===== config.mk =====
export PLATFORM = sky130hd
export DESIGN_NAME = tw_shifter
export DESIGN_NICKNAME = d
export VERILOG_FILES = /design/src/rtl/tw_pkg.sv /design/src/rtl/tw_sync.sv /design/src/rtl/tw_phase_timer.sv /design/src/rtl/tw_shift_fsm.sv /design/src/rtl/tw_shifter.sv
export SDC_FILE = /design/constraint.sdc
export NUM_CORES = 1
export LEC_CHECK = 0
export ABC_AREA = 1
export CAP_MARGIN = 10
export CORE_ASPECT_RATIO = 1.1
export CORE_UTILIZATION = 48
export CTS_CLUSTER_DIAMETER = 150
export CTS_CLUSTER_SIZE = 10
export DETAILED_ROUTE_END_ITERATION = 6
export HOLD_SLACK_MARGIN = 0.08
export PLACE_DENSITY = 0.79
export SLEW_MARGIN = 25
export SYNTH_ARGS = -nofsm -noshare
export SYNTH_HDL_FRONTEND = slang
export SYNTH_HIERARCHICAL = 1
export SYNTH_SLANG_ARGS = --single-unit

===== constraint.sdc =====
create_clock -name clk -period 1.8 [get_ports clk]
set_clock_uncertainty 0.1 [all_clocks]
set_input_delay 0.36 -clock clk [delete_from_list [all_inputs] [get_ports clk]]
set_output_delay 0.36 -clock clk [all_outputs]
set_load 0.05 [all_outputs]

===== src/rtl/tw_pkg.sv =====
// Shared types and helpers for the three-wire shifter.
// Assumes: caller passes frequency in Hz and minimum phase time in ns.
package tw_pkg;

    typedef enum logic [1:0] {
        PH_IDLE = 2'd0,
        PH_HIGH = 2'd1,
        PH_LOW  = 2'd2
    } tw_phase_e;

    // Smallest cycle count whose duration covers the requested phase time.
    function automatic int half_cycles(longint hz, longint ns);
        longint prod;
        longint q;
        prod = hz * ns;
        q    = (prod + 64'd999_999_999) / 64'd1_000_000_000;
        return (q < 1) ? 1 : int'(q);
    endfunction

endpackage


===== src/rtl/tw_sync.sv =====
// Multi-stage synchronizer for the serial data input.
// Assumes: STAGES >= 2; the output lags the input by STAGES clocks.
module tw_sync #(
    parameter int STAGES = 2
) (
    input  logic clk,
    input  logic rst_n,
    input  logic d,
    output logic q
);
    logic [STAGES-1:0] chain;

    // Shift the raw input through the flop chain.
    always_ff @(posedge clk) begin
        if (!rst_n) chain <= '0;
        else        chain <= {chain[STAGES-2:0], d};
    end

    assign q = chain[STAGES-1];
endmodule


===== src/rtl/tw_phase_timer.sv =====
// Half-period timer: counts while run is high, ticks on the last cycle
// of each phase and restarts by itself.
// Assumes: HALF >= 1; clr restarts the count at the start of a transfer.
module tw_phase_timer #(
    parameter int HALF = 175
) (
    input  logic clk,
    input  logic rst_n,
    input  logic run,
    input  logic clr,
    output logic tick
);
    localparam int CNT_W = (HALF > 1) ? $clog2(HALF + 1) : 1;
    localparam logic [CNT_W-1:0] LAST = CNT_W'(HALF - 1);

    logic [CNT_W-1:0] cnt;

    assign tick = run && (cnt == LAST);

    // Count cycles inside the current phase.
    always_ff @(posedge clk) begin
        if (!rst_n || clr || tick) cnt <= '0;
        else if (run)              cnt <= cnt + 1'b1;
    end

    AST_CNT_BOUND: assert property (@(posedge clk) disable iff (!rst_n)
        cnt <= LAST);
endmodule


===== src/rtl/tw_shift_fsm.sv =====
// Bit sequencer: builds the serial clock, shifts transmit data MSB first,
// gates the data driver and assembles the received nibble.
// Assumes: tick marks the last cycle of each phase; sdi_s is synchronised.
module tw_shift_fsm #(
    parameter int DATA_W = 8,
    parameter int KEEP_W = 4
) (
    input  logic              clk,
    input  logic              rst_n,
    input  logic              start,
    input  logic              rx_sel,
    input  logic [DATA_W-1:0] tx_data,
    input  logic              tick,
    input  logic              sdi_s,
    output logic              run,
    output logic              accept,
    output logic              busy,
    output logic              done,
    output logic [DATA_W-1:0] rx_data,
    output logic              sclk,
    output logic              sdo,
    output logic              sdo_oe
);
    import tw_pkg::*;

    localparam int BIT_W = $clog2(DATA_W);
    localparam logic [BIT_W-1:0]  LAST_BIT  = BIT_W'(DATA_W - 1);
    localparam logic [DATA_W-1:0] KEEP_MASK = DATA_W'((1 << KEEP_W) - 1);

    tw_phase_e         phase;
    logic [BIT_W-1:0]  bit_cnt;
    logic [DATA_W-1:0] shreg;
    logic              rx_mode;

    assign run    = (phase != PH_IDLE);
    assign busy   = run;
    assign accept = (phase == PH_IDLE) && start;

    // Phase sequencing, shifting and pin registers.
    always_ff @(posedge clk) begin
        if (!rst_n) begin
            phase   <= PH_IDLE;
            bit_cnt <= '0;
            shreg   <= '0;
            rx_mode <= 1'b0;
            sclk    <= 1'b1;
            sdo     <= 1'b0;
            sdo_oe  <= 1'b0;
            done    <= 1'b0;
            rx_data <= '0;
        end else begin
            done <= 1'b0;
            case (phase)
                PH_IDLE: begin
                    if (start) begin
                        phase   <= PH_HIGH;
                        rx_mode <= rx_sel;
                        shreg   <= tx_data;
                        sdo     <= tx_data[DATA_W-1] & ~rx_sel;
                        bit_cnt <= LAST_BIT;
                    end
                end
                PH_HIGH: begin
                    if (!rx_mode) sdo_oe <= 1'b1;
                    if (tick) begin
                        sclk  <= 1'b0;
                        phase <= PH_LOW;
                        if (rx_mode) shreg <= {shreg[DATA_W-2:0], sdi_s};
                    end
                end
                PH_LOW: begin
                    if (tick) begin
                        sclk <= 1'b1;
                        if (bit_cnt == '0) begin
                            phase  <= PH_IDLE;
                            sdo_oe <= 1'b0;
                            done   <= 1'b1;
                            if (rx_mode) rx_data <= shreg & KEEP_MASK;
                        end else begin
                            bit_cnt <= bit_cnt - 1'b1;
                            phase   <= PH_HIGH;
                            if (!rx_mode) begin
                                shreg <= {shreg[DATA_W-2:0], 1'b0};
                                sdo   <= shreg[DATA_W-2];
                            end
                        end
                    end
                end
                default: phase <= PH_IDLE;
            endcase
        end
    end

    AST_IDLE_CLK_HIGH: assert property (@(posedge clk) disable iff (!rst_n)
        !busy |-> sclk);
    AST_SDO_HOLD_LOW: assert property (@(posedge clk) disable iff (!rst_n)
        !sclk |-> $stable(sdo));
    AST_OE_TX_ONLY: assert property (@(posedge clk) disable iff (!rst_n)
        sdo_oe |-> (busy && !rx_mode));
    AST_DONE_PULSE: assert property (@(posedge clk) disable iff (!rst_n)
        done |=> !done);
    AST_DONE_ENDS_BUSY: assert property (@(posedge clk) disable iff (!rst_n)
        done |-> !busy);
    AST_START_IGNORED: assert property (@(posedge clk) disable iff (!rst_n)
        (busy && start) |=> (rx_mode == $past(rx_mode)));
endmodule


===== src/rtl/tw_shifter.sv =====
// Three-wire master byte shifter top: ties the synchronizer, phase timer
// and sequencer together and registers the caller's chip-enable.
// Assumes: clk runs at CLK_HZ; the pad logic combines sdo and sdo_oe.
module tw_shifter #(
    parameter int unsigned CLK_HZ       = 250_000_000,
    parameter int unsigned MIN_PHASE_NS = 700,
    parameter int          DATA_W       = 8,
    parameter int          KEEP_W       = 4,
    parameter int          SYNC_STAGES  = 2
) (
    input  logic              clk,
    input  logic              rst_n,
    input  logic              start,
    input  logic              rx_sel,
    input  logic [DATA_W-1:0] tx_byte,
    input  logic              ce_req,
    output logic              busy,
    output logic              done,
    output logic [DATA_W-1:0] rx_byte,
    output logic              link_ce,
    output logic              link_sclk,
    output logic              link_sdo,
    output logic              link_sdo_oe,
    input  logic              link_sdi
);
    localparam int HALF = tw_pkg::half_cycles(longint'(CLK_HZ), longint'(MIN_PHASE_NS));

    logic sdi_s;
    logic tick;
    logic run;
    logic accept;

    tw_sync #(.STAGES(SYNC_STAGES)) u_sync (
        .clk(clk), .rst_n(rst_n), .d(link_sdi), .q(sdi_s)
    );

    tw_phase_timer #(.HALF(HALF)) u_timer (
        .clk(clk), .rst_n(rst_n), .run(run), .clr(accept), .tick(tick)
    );

    tw_shift_fsm #(.DATA_W(DATA_W), .KEEP_W(KEEP_W)) u_fsm (
        .clk(clk), .rst_n(rst_n), .start(start), .rx_sel(rx_sel),
        .tx_data(tx_byte), .tick(tick), .sdi_s(sdi_s), .run(run),
        .accept(accept), .busy(busy), .done(done), .rx_data(rx_byte),
        .sclk(link_sclk), .sdo(link_sdo), .sdo_oe(link_sdo_oe)
    );

    // Register the caller's chip-enable onto the pin.
    always_ff @(posedge clk) begin
        if (!rst_n) link_ce <= 1'b0;
        else        link_ce <= ce_req;
    end

    AST_CE_FOLLOW: assert property (@(posedge clk) disable iff (!rst_n)
        $past(rst_n) |-> (link_ce == $past(ce_req)));
    AST_RX_NIBBLE: assert property (@(posedge clk) disable iff (!rst_n)
        done |-> (rx_byte[DATA_W-1:KEEP_W] == '0));
endmodule


==> reports/metrics.csv, run 1 <==
stage,metric,value,unit
worst_setup_path,critical path endpoint,u_fsm/shreg[0],
global_route,total global routing overflow,0,
yosys,synthesized instance count,261,
placement,Setup WS pre-CTS,0.08064,ns
worst_setup_path,Setup crit end kind,flop,
hold_path,Hold Path Stages,2,
layout,nets,321,
worst_setup_path,critical path class,reg -> reg,
routing,number of remaining DRC errors,0,
power_and_ir_drop,Seq pwr share,25.7,%
worst_setup_path,worst setup path startpoint,u_fsm/phase[1],
worst_setup_path,Crit Path Max Fanout,18,
clock_network,cts-stage hold buffer count,0,
power_and_ir_drop,combinational share of power,57.0,%
yosys,Mean Syn Cell Area,7.013,µm²
yosys,Synth cell types,32,
timing,final period demand of the worst path,1.719,ns
layout,Layout fillers,335,
power_and_ir_drop,Psw,0.001710,W
die,DIE AREA,0.004065,mm²
global_route,largest net degree at the start of global routing,19,
worst_setup_path,WP depth,13,
timing,Hold Worst Slack,0.3285,ns
timing,Pins Over Slew Limit,0,
die,chip width,60.88,µm
yosys,Yosys top cell area share,35.00,%
die,Rows,23,
worst_setup_path,buffers and inverters on the worst path,5,
clock_network,CTS sink cnt,32,
yosys,Yosys reg bits,32,
worst_setup_path,R2R setup slack,0.08,ns
run,Max-Cap Viols,0,
placement,"Cell Area, Placed",0.002182,mm²
worst_setup_path,worst r2r src,u_fsm/phase[1],
worst_setup_path,"delay-heaviest family, CP",simple AND/OR/NAND/NOR gates,
routing,vias per cell,4.739,
worst_setup_path,Required @ worst endpoint,1.88,ns
yosys,Synth area leader,dfxtp_1,
layout,Final Cell Area,0.002332,mm²
timing,Final Cycle Share,95.48,%
global_route,initial antenna violation count,0,
routing,Vias,1649,
yosys,mapped cell area,0.001831,mm²
clock_network,clk root buf,clkbuf_8,
worst_setup_path,crit-path max cell delay,0.38,ns
power_and_ir_drop,clock power share,17.3,%
die,Initial Util,50.09,%
clock_network,Clock Pin Slew Worst Setup and Hold Paths,0.07,ns
hold_path,worst hold path class,reg -> reg,
timing,setup TNS,0,ns
routing,First-pass DRT Iterations,5,
worst_setup_path,R2R cell count,13,
layout,layout cells sized above 1,22.48,%
die,Core Area,0.003655,mm²
layout,area grow syn2layout,27.41,%
global_route,global-route wire length before repair,6030,µm
power_and_ir_drop,Pleak,1.062,nW
clock_network,htree depth,2,
layout,# diodes,0,
yosys,sequential fraction of the synthesis area,35.00,%
power_and_ir_drop,VDD IR max,972.0,µV
placement,Final GP Congestion,0.8342,
placement,port buffer count,23,
power_and_ir_drop,P_int,0.002270,W
status,status,"complete, no violations",
placement,DP HPWL,2585,µm
clock_network,CTS Buffer Depth,2,
global_route,vias in the first global route,1461,
routing,Final ANT Viol Nets,0,
die,Die Ht,66.77,µm
power_and_ir_drop,Cell Pwr Density,1706,mW/mm²
worst_setup_path,Worst EP arrival,1.80,ns
timing,unrepaired setup endpoints after global routing,yes,
die,I/O Pins,28,
clock_network,Worst-Skew Late Latency,0.28,ns
power_and_ir_drop,Sw Share,42.97,%
global_route,Total GRT Usage,19.90,%
timing,Final Hold Fails,0,
worst_setup_path,critical path cell sequence,inv_4 > ha_4 > clkinvlp_4 > nand2_1 > nor2_2 > nand2_2 > inv_2 > inv_2 > a21oi_4 > buf_12 > nand3_1 > nand2_1 > nor2_1,
routing,"wirelength, routed",3723,µm
worst_setup_path,reg2reg end,u_fsm/shreg[0],
timing,worst setup margin,0.08133,ns
clock_network,CTS tree,built,
clock_network,clock buffer count from CTS,5,
routing,drt wl/cell,10.70,µm
timing,max frequency,581.8,MHz
yosys,Yosys warnings,6,
yosys,Synth area leaders,"dfxtp_1 (35%), nand2_1 (10%), nor2_1 (9.6%)",
worst_setup_path,CP Launch Type,flop,
routing,Initial DRC Count,89,
layout,Layout Utilization,63.81,%
worst_setup_path,slowest cell on the critical path,dfxtp_4,
timing,Final setup viols,0,
==> cells in the mapped netlist <==
cell / number
a21o_1: 1
a21oi_1: 15
a21oi_2: 4
a21oi_4: 1
buf_1: 1
buf_2: 1
buf_4: 5
buf_6: 3
clkbuf_1: 1
clkinv_4: 1
conb_1: 1
dfxtp_1: 32
ha_1: 10
inv_1: 37
inv_2: 1
nand2_1: 50
nand2_2: 2
nand2_4: 2
nand3_1: 15
nand3_2: 2
nand4_1: 1
nor2_1: 47
nor2_2: 2
nor2_4: 4
nor3_1: 2
nor3_2: 2
o21ai_0: 13
o21ai_2: 1
or2_1: 1
or2_2: 1
xnor2_1: 1
xor2_1: 1
==> worst min path at each step <==
| stage | slack [ns] | start | end |
|---|---|---|---|
| floorplan | 0.29 | u_sync/chain[0] | u_sync/chain[1] |
| global placement | 0.31 | u_sync/chain[0] | u_sync/chain[1] |
| detailed placement | 0.31 | u_sync/chain[0] | u_sync/chain[1] |
| CTS | 0.33 | u_sync/chain[0] | u_sync/chain[1] |
| global route | 0.34 | u_sync/chain[0] | u_sync/chain[1] |
| finish | 0.33 | u_sync/chain[0] | u_sync/chain[1] |
==> registers in the layout, indices dropped and copies added (netlist names) <==
name / cells
link_ce: 1
u_fsm/sdo_oe: 1
u_fsm/sdo: 1
u_fsm/phase: 2
u_fsm/rx_mode: 1
u_timer/cnt: 8
u_fsm/sclk: 1
u_fsm/rx_data: 4
u_fsm/bit_cnt: 3
u_sync/chain: 2
u_fsm/done: 1
u_fsm/shreg: 7
==> worst reg2reg max path: stages (launching register included) <==
cell and delay [ns]:
dfxtp_4 0.38, inv_4 0.05, ha_4 0.17, clkinvlp_4 0.06
nand2_1 0.06, nor2_2 0.10, nand2_2 0.06, inv_2 0.06
inv_2 0.06, a21oi_4 0.15, buf_12 0.17, nand3_1 0.09
nand2_1 0.07, nor2_1 0.04
==> stage by stage <==
| stage | cells | total power [W] |
|---|---|---|
| 5_1_grt | 348 | 0.004293 |
| 3_5_place_dp | 339 | 0.003198 |
| 3_3_place_gp | 339 | 0.003159 |
| 4_1_cts | 347 | 0.003914 |
| 6_report | 348 | 0.003979 |
| 2_1_floorplan | 264 | 0.002645 |
==> per-layer routing <==
metal / global-route usage [%] / up-vias / wire [µm]
met5: 0 / - / 0
met4: 8.807 / 0 / 46
met3: 4.078 / 4 / 105
met2: 33.79 / 30 / 1899
met1: 23.67 / 743 / 1672
li1: - / 872 / -
==> power groups by stage <==
| stage | Clock (W) | Sequential, W | Combinational [W] |
|---|---|---|---|
| 4_1_cts | 0.000708 | 0.00102 | 0.00219 |
| 2_1_floorplan | 0 | 0.00108 | 0.00156 |
| 3_3_place_gp | 0 | 0.00102 | 0.00213 |
| 6_report | 0.000687 | 0.00102 | 0.00227 |
| 3_5_place_dp | 0 | 0.00103 | 0.00217 |
| 5_1_grt | 0.000743 | 0.00104 | 0.00251 |
==> layout by cell type, fill, tap and decap left out, drive strengths merged <==
| master | count |
|---|---|
| nor2 | 53 |
| dfxtp | 32 |
| clkbuf | 5 |
| nand4 | 1 |
| xor2 | 1 |
| or2 | 2 |
| o21ai | 14 |
| conb | 4 |
| nor3 | 4 |
| inv | 37 |
| nand3 | 17 |
| a21o | 1 |
| buf | 24 |
| clkinv | 2 |
| clkinvlp | 2 |
| nand2 | 54 |
| clkdlybuf4s50 | 13 |
| ha | 10 |
| a21oi | 20 |
| xnor2 | 1 |
| bufinv | 1 |
==> repair_timing <==
item | 4_1_cts | 5_1_grt
resized for setup | 0 | 10
buffers inserted | 0 | 1
endpoints found under the setup margin | 0 | 17
==> cell type report <==
type	count	area (µm²)	area share, %
Timing Repair Buffer	37	347.8	14.91
Sequential cell	32	645.6	27.68
Inverter	39	157.7	6.760
Clock buffer	5	68.82	2.951
Clock inverter	3	42.54	1.824
Multi-Input combinational cell	182	1007	43.19
Tap cell	50	62.56	2.682
==> logic make-up after synthesis <==
kind of cell	after synthesis	share of synthesized area, %
buf+inv	50	12.85
xor+xnor	2	0.9571
fa+ha+maj	10	6.835
simple gates	131	32.81
flops	32	35.00
compound gates	35	11.35
other cells	1	0.2049
(Power assumes the default switching activity.)
==> inputs of run 2 (changes only) <==
Settings changed: CORE_UTILIZATION 48 to 56, DONT_BUFFER_PORTS set to 1, PLACE_DENSITY 0.79 to 0.74.
==> reports/metrics.csv, run 2 (synthesized netlist as in run 1, its figures left out) <==
stage,metric,value,unit
placement,"Cell Area, Placed",0.001909,mm²
clock_network,clk root buf,clkbuf_4,
worst_setup_path,Setup crit end kind,flop,
timing,max frequency,552.3,MHz
routing,"wirelength, routed",3597,µm
placement,port buffer count,0,
routing,Vias,1586,
power_and_ir_drop,Cell Pwr Density,1710,mW/mm²
layout,biggest registers after layout,"u_timer/cnt x8, u_fsm/shreg x7, u_fsm/rx_data x4",
layout,"commonest non-fill, non-tap cell in the layout",nand2_1,
clock_network,htree depth,2,
timing,Final Cycle Share,100.6,%
layout,area grow syn2layout,14.76,%
placement,Final GP Congestion,0.8319,
power_and_ir_drop,Sw Share,46.56,%
die,I/O Pins,28,
global_route,global-route wire length before repair,5575,µm
power_and_ir_drop,clock power share,12.1,%
power_and_ir_drop,Pleak,0.9502,nW
die,Die Ht,61.97,µm
worst_setup_path,Required @ worst endpoint,1.99,ns
clock_network,clock buffer count from CTS,5,
worst_setup_path,slowest cell on the critical path,dfxtp_2,
timing,unrepaired setup endpoints after global routing,yes,
routing,Final ANT Viol Nets,0,
power_and_ir_drop,Seq pwr share,30.5,%
worst_setup_path,crit-path max cell delay,0.36,ns
layout,most frequent cells in the layout,"nand2_1 (47), nor2_1 (45), inv_1 (32)",
layout,layout cells sized above 1,23.49,%
timing,Hold Worst Slack,0.09561,ns
layout,Final Cell Area,0.002101,mm²
timing,Least-Margin Pin Slew,0.8894,ns
timing,Final setup viols,2,
global_route,vias in the first global route,1321,
status,status,"finished, violations left",
placement,DP HPWL,2504,µm
clock_network,Clock Pin Slew Worst Setup and Hold Paths,0.11,ns
layout,# diodes,0,
routing,Initial DRC Count,58,
global_route,largest net degree at the start of global routing,24,
status,violated checks,negative setup slack,
die,DIE AREA,0.003502,mm²
worst_setup_path,worst r2r src,u_fsm/phase[0],
timing,worst setup margin,-0.01056,ns
worst_setup_path,critical path class,reg -> reg,
layout,Layout Utilization,68.34,%
clock_network,CTS Buffer Depth,2,
hold_path,worst hold path class,in -> reg,
die,chip width,56.51,µm
worst_setup_path,Crit Path Max Fanout,4,
global_route,initial antenna violation count,0,
layout,Layout fillers,274,
timing,final period demand of the worst path,1.811,ns
die,Rows,21,
layout,Biggest register,u_timer/cnt,
routing,drt wl/cell,11.42,µm
clock_network,Worst-Skew Late Latency,0.35,ns
global_route,Total GRT Usage,20.51,%
clock_network,CTS tree,built,
timing,Pins Over Slew Limit,0,
worst_setup_path,R2R setup slack,-0.01,ns
power_and_ir_drop,VDD IR max,1307,µV
routing,number of remaining DRC errors,0,
timing,relative slew slack,40.71,%
power_and_ir_drop,P_int,0.001920,W
clock_network,CTS sink cnt,32,
routing,First-pass DRT Iterations,4,
die,Core Area,0.003074,mm²
worst_setup_path,Worst EP arrival,2.00,ns
worst_setup_path,critical path endpoint,u_fsm/rx_data[3],
timing,Final Hold Fails,0,
worst_setup_path,critical path cell sequence,inv_2 > ha_4 > clkinvlp_4 > nand2_1 > nor2_1 > nand2_2 > inv_2 > nand2_2 > nor3_4 > buf_6 > o21ai_0 > nor2_1,
die,Initial Util,59.54,%
run,Max-Cap Viols,0,
power_and_ir_drop,Psw,0.001672,W
worst_setup_path,CP Launch Type,flop,
worst_setup_path,R2R cell count,12,
routing,vias per cell,5.035,
layout,flip-flop count of the largest register after layout,8,
power_and_ir_drop,combinational share of power,57.4,%
global_route,total global routing overflow,0,
worst_setup_path,worst setup path startpoint,u_fsm/phase[0],
layout,nets,304,
worst_setup_path,reg2reg end,u_fsm/rx_data[3],
==> run 2: what timing repair did <==
action | CTS | global route
hold buffers | 3 | 0
setup endpoints to repair | 1 | 16
gates resized for setup | 1 | 17
pin swaps | 0 | 8
buffers inserted | 0 | 7
endpoints found under the hold margin | 24 | 0
==> run 2: metal layers <==
metal  GRT usage [%]  up-vias  routed length (µm)
met5               0        -                   0
met4           9.408        0                  59
met2           33.78       43                1699
li1                -      837                   -
met3           4.969        7                 205
met1           25.89      699                1633
==> run 2: critical path: cells and delay by family (launching register included) <==
kind                       cells  cell delay [ns]
AOI/OAI and AO/OA              1             0.07
DFF                            1             0.36
and+or+nand+nor                6             0.70
buffers and inverters          4             0.35
adders and majority gates      1             0.17
==> run 2: worst min-delay path by stage <==
stage | start | endpoint | slack, ns | cells after the start
2_1_floorplan | u_sync/chain[0] | u_sync/chain[1] | 0.29 | 2
3_3_place_gp | u_sync/chain[0] | u_sync/chain[1] | 0.29 | 2
3_5_place_dp | u_sync/chain[0] | u_sync/chain[1] | 0.31 | 2
4_1_cts | start | u_fsm/rx_mode | 0.09 | 2
5_1_grt | start | u_fsm/rx_mode | 0.12 | 2
6_report | start | u_fsm/rx_mode | 0.1 | 2
==> run 2: area by class of cell <==
type | instances | area (µm²) | share of cell area, %
Tap cell | 34 | 42.54 | 2.025
Sequential cell | 32 | 645.6 | 30.73
Multi-Input combinational cell | 182 | 1013 | 48.24
Timing Repair Buffer | 20 | 180.2 | 8.577
Clock buffer | 5 | 37.54 | 1.787
Clock inverter | 3 | 23.77 | 1.132
Inverter | 39 | 157.7 | 7.504
==> run 2: power groups by stage <==
stage,Sequential [W],Combinational (W),Clock (W)
floorplan,0.00108,0.00156,0
global placement,0.00110,0.00182,0
detailed placement,0.00110,0.00183,0
CTS,0.00109,0.00186,0.000445
global route,0.00111,0.00229,0.000469
finish,0.00109,0.00206,0.000435
==> run 2: through the flow <==
| stage | setup TNS, ns | cells | setup slack, ns | power [W] |
|---|---|---|---|---|
| 2_1_floorplan | -2.387 | 264 | -0.1549 | 0.002645 |
| 3_5_place_dp | 0 | 297 | 0.02571 | 0.002936 |
| 5_1_grt | -0.8420 | 315 | -0.07782 | 0.003874 |
| 4_1_cts | 0 | 308 | 0.04538 | 0.003391 |
| 3_3_place_gp | 0 | 297 | 0.02044 | 0.002918 |
| 6_report | -0.01167 | 315 | -0.01056 | 0.003592 |
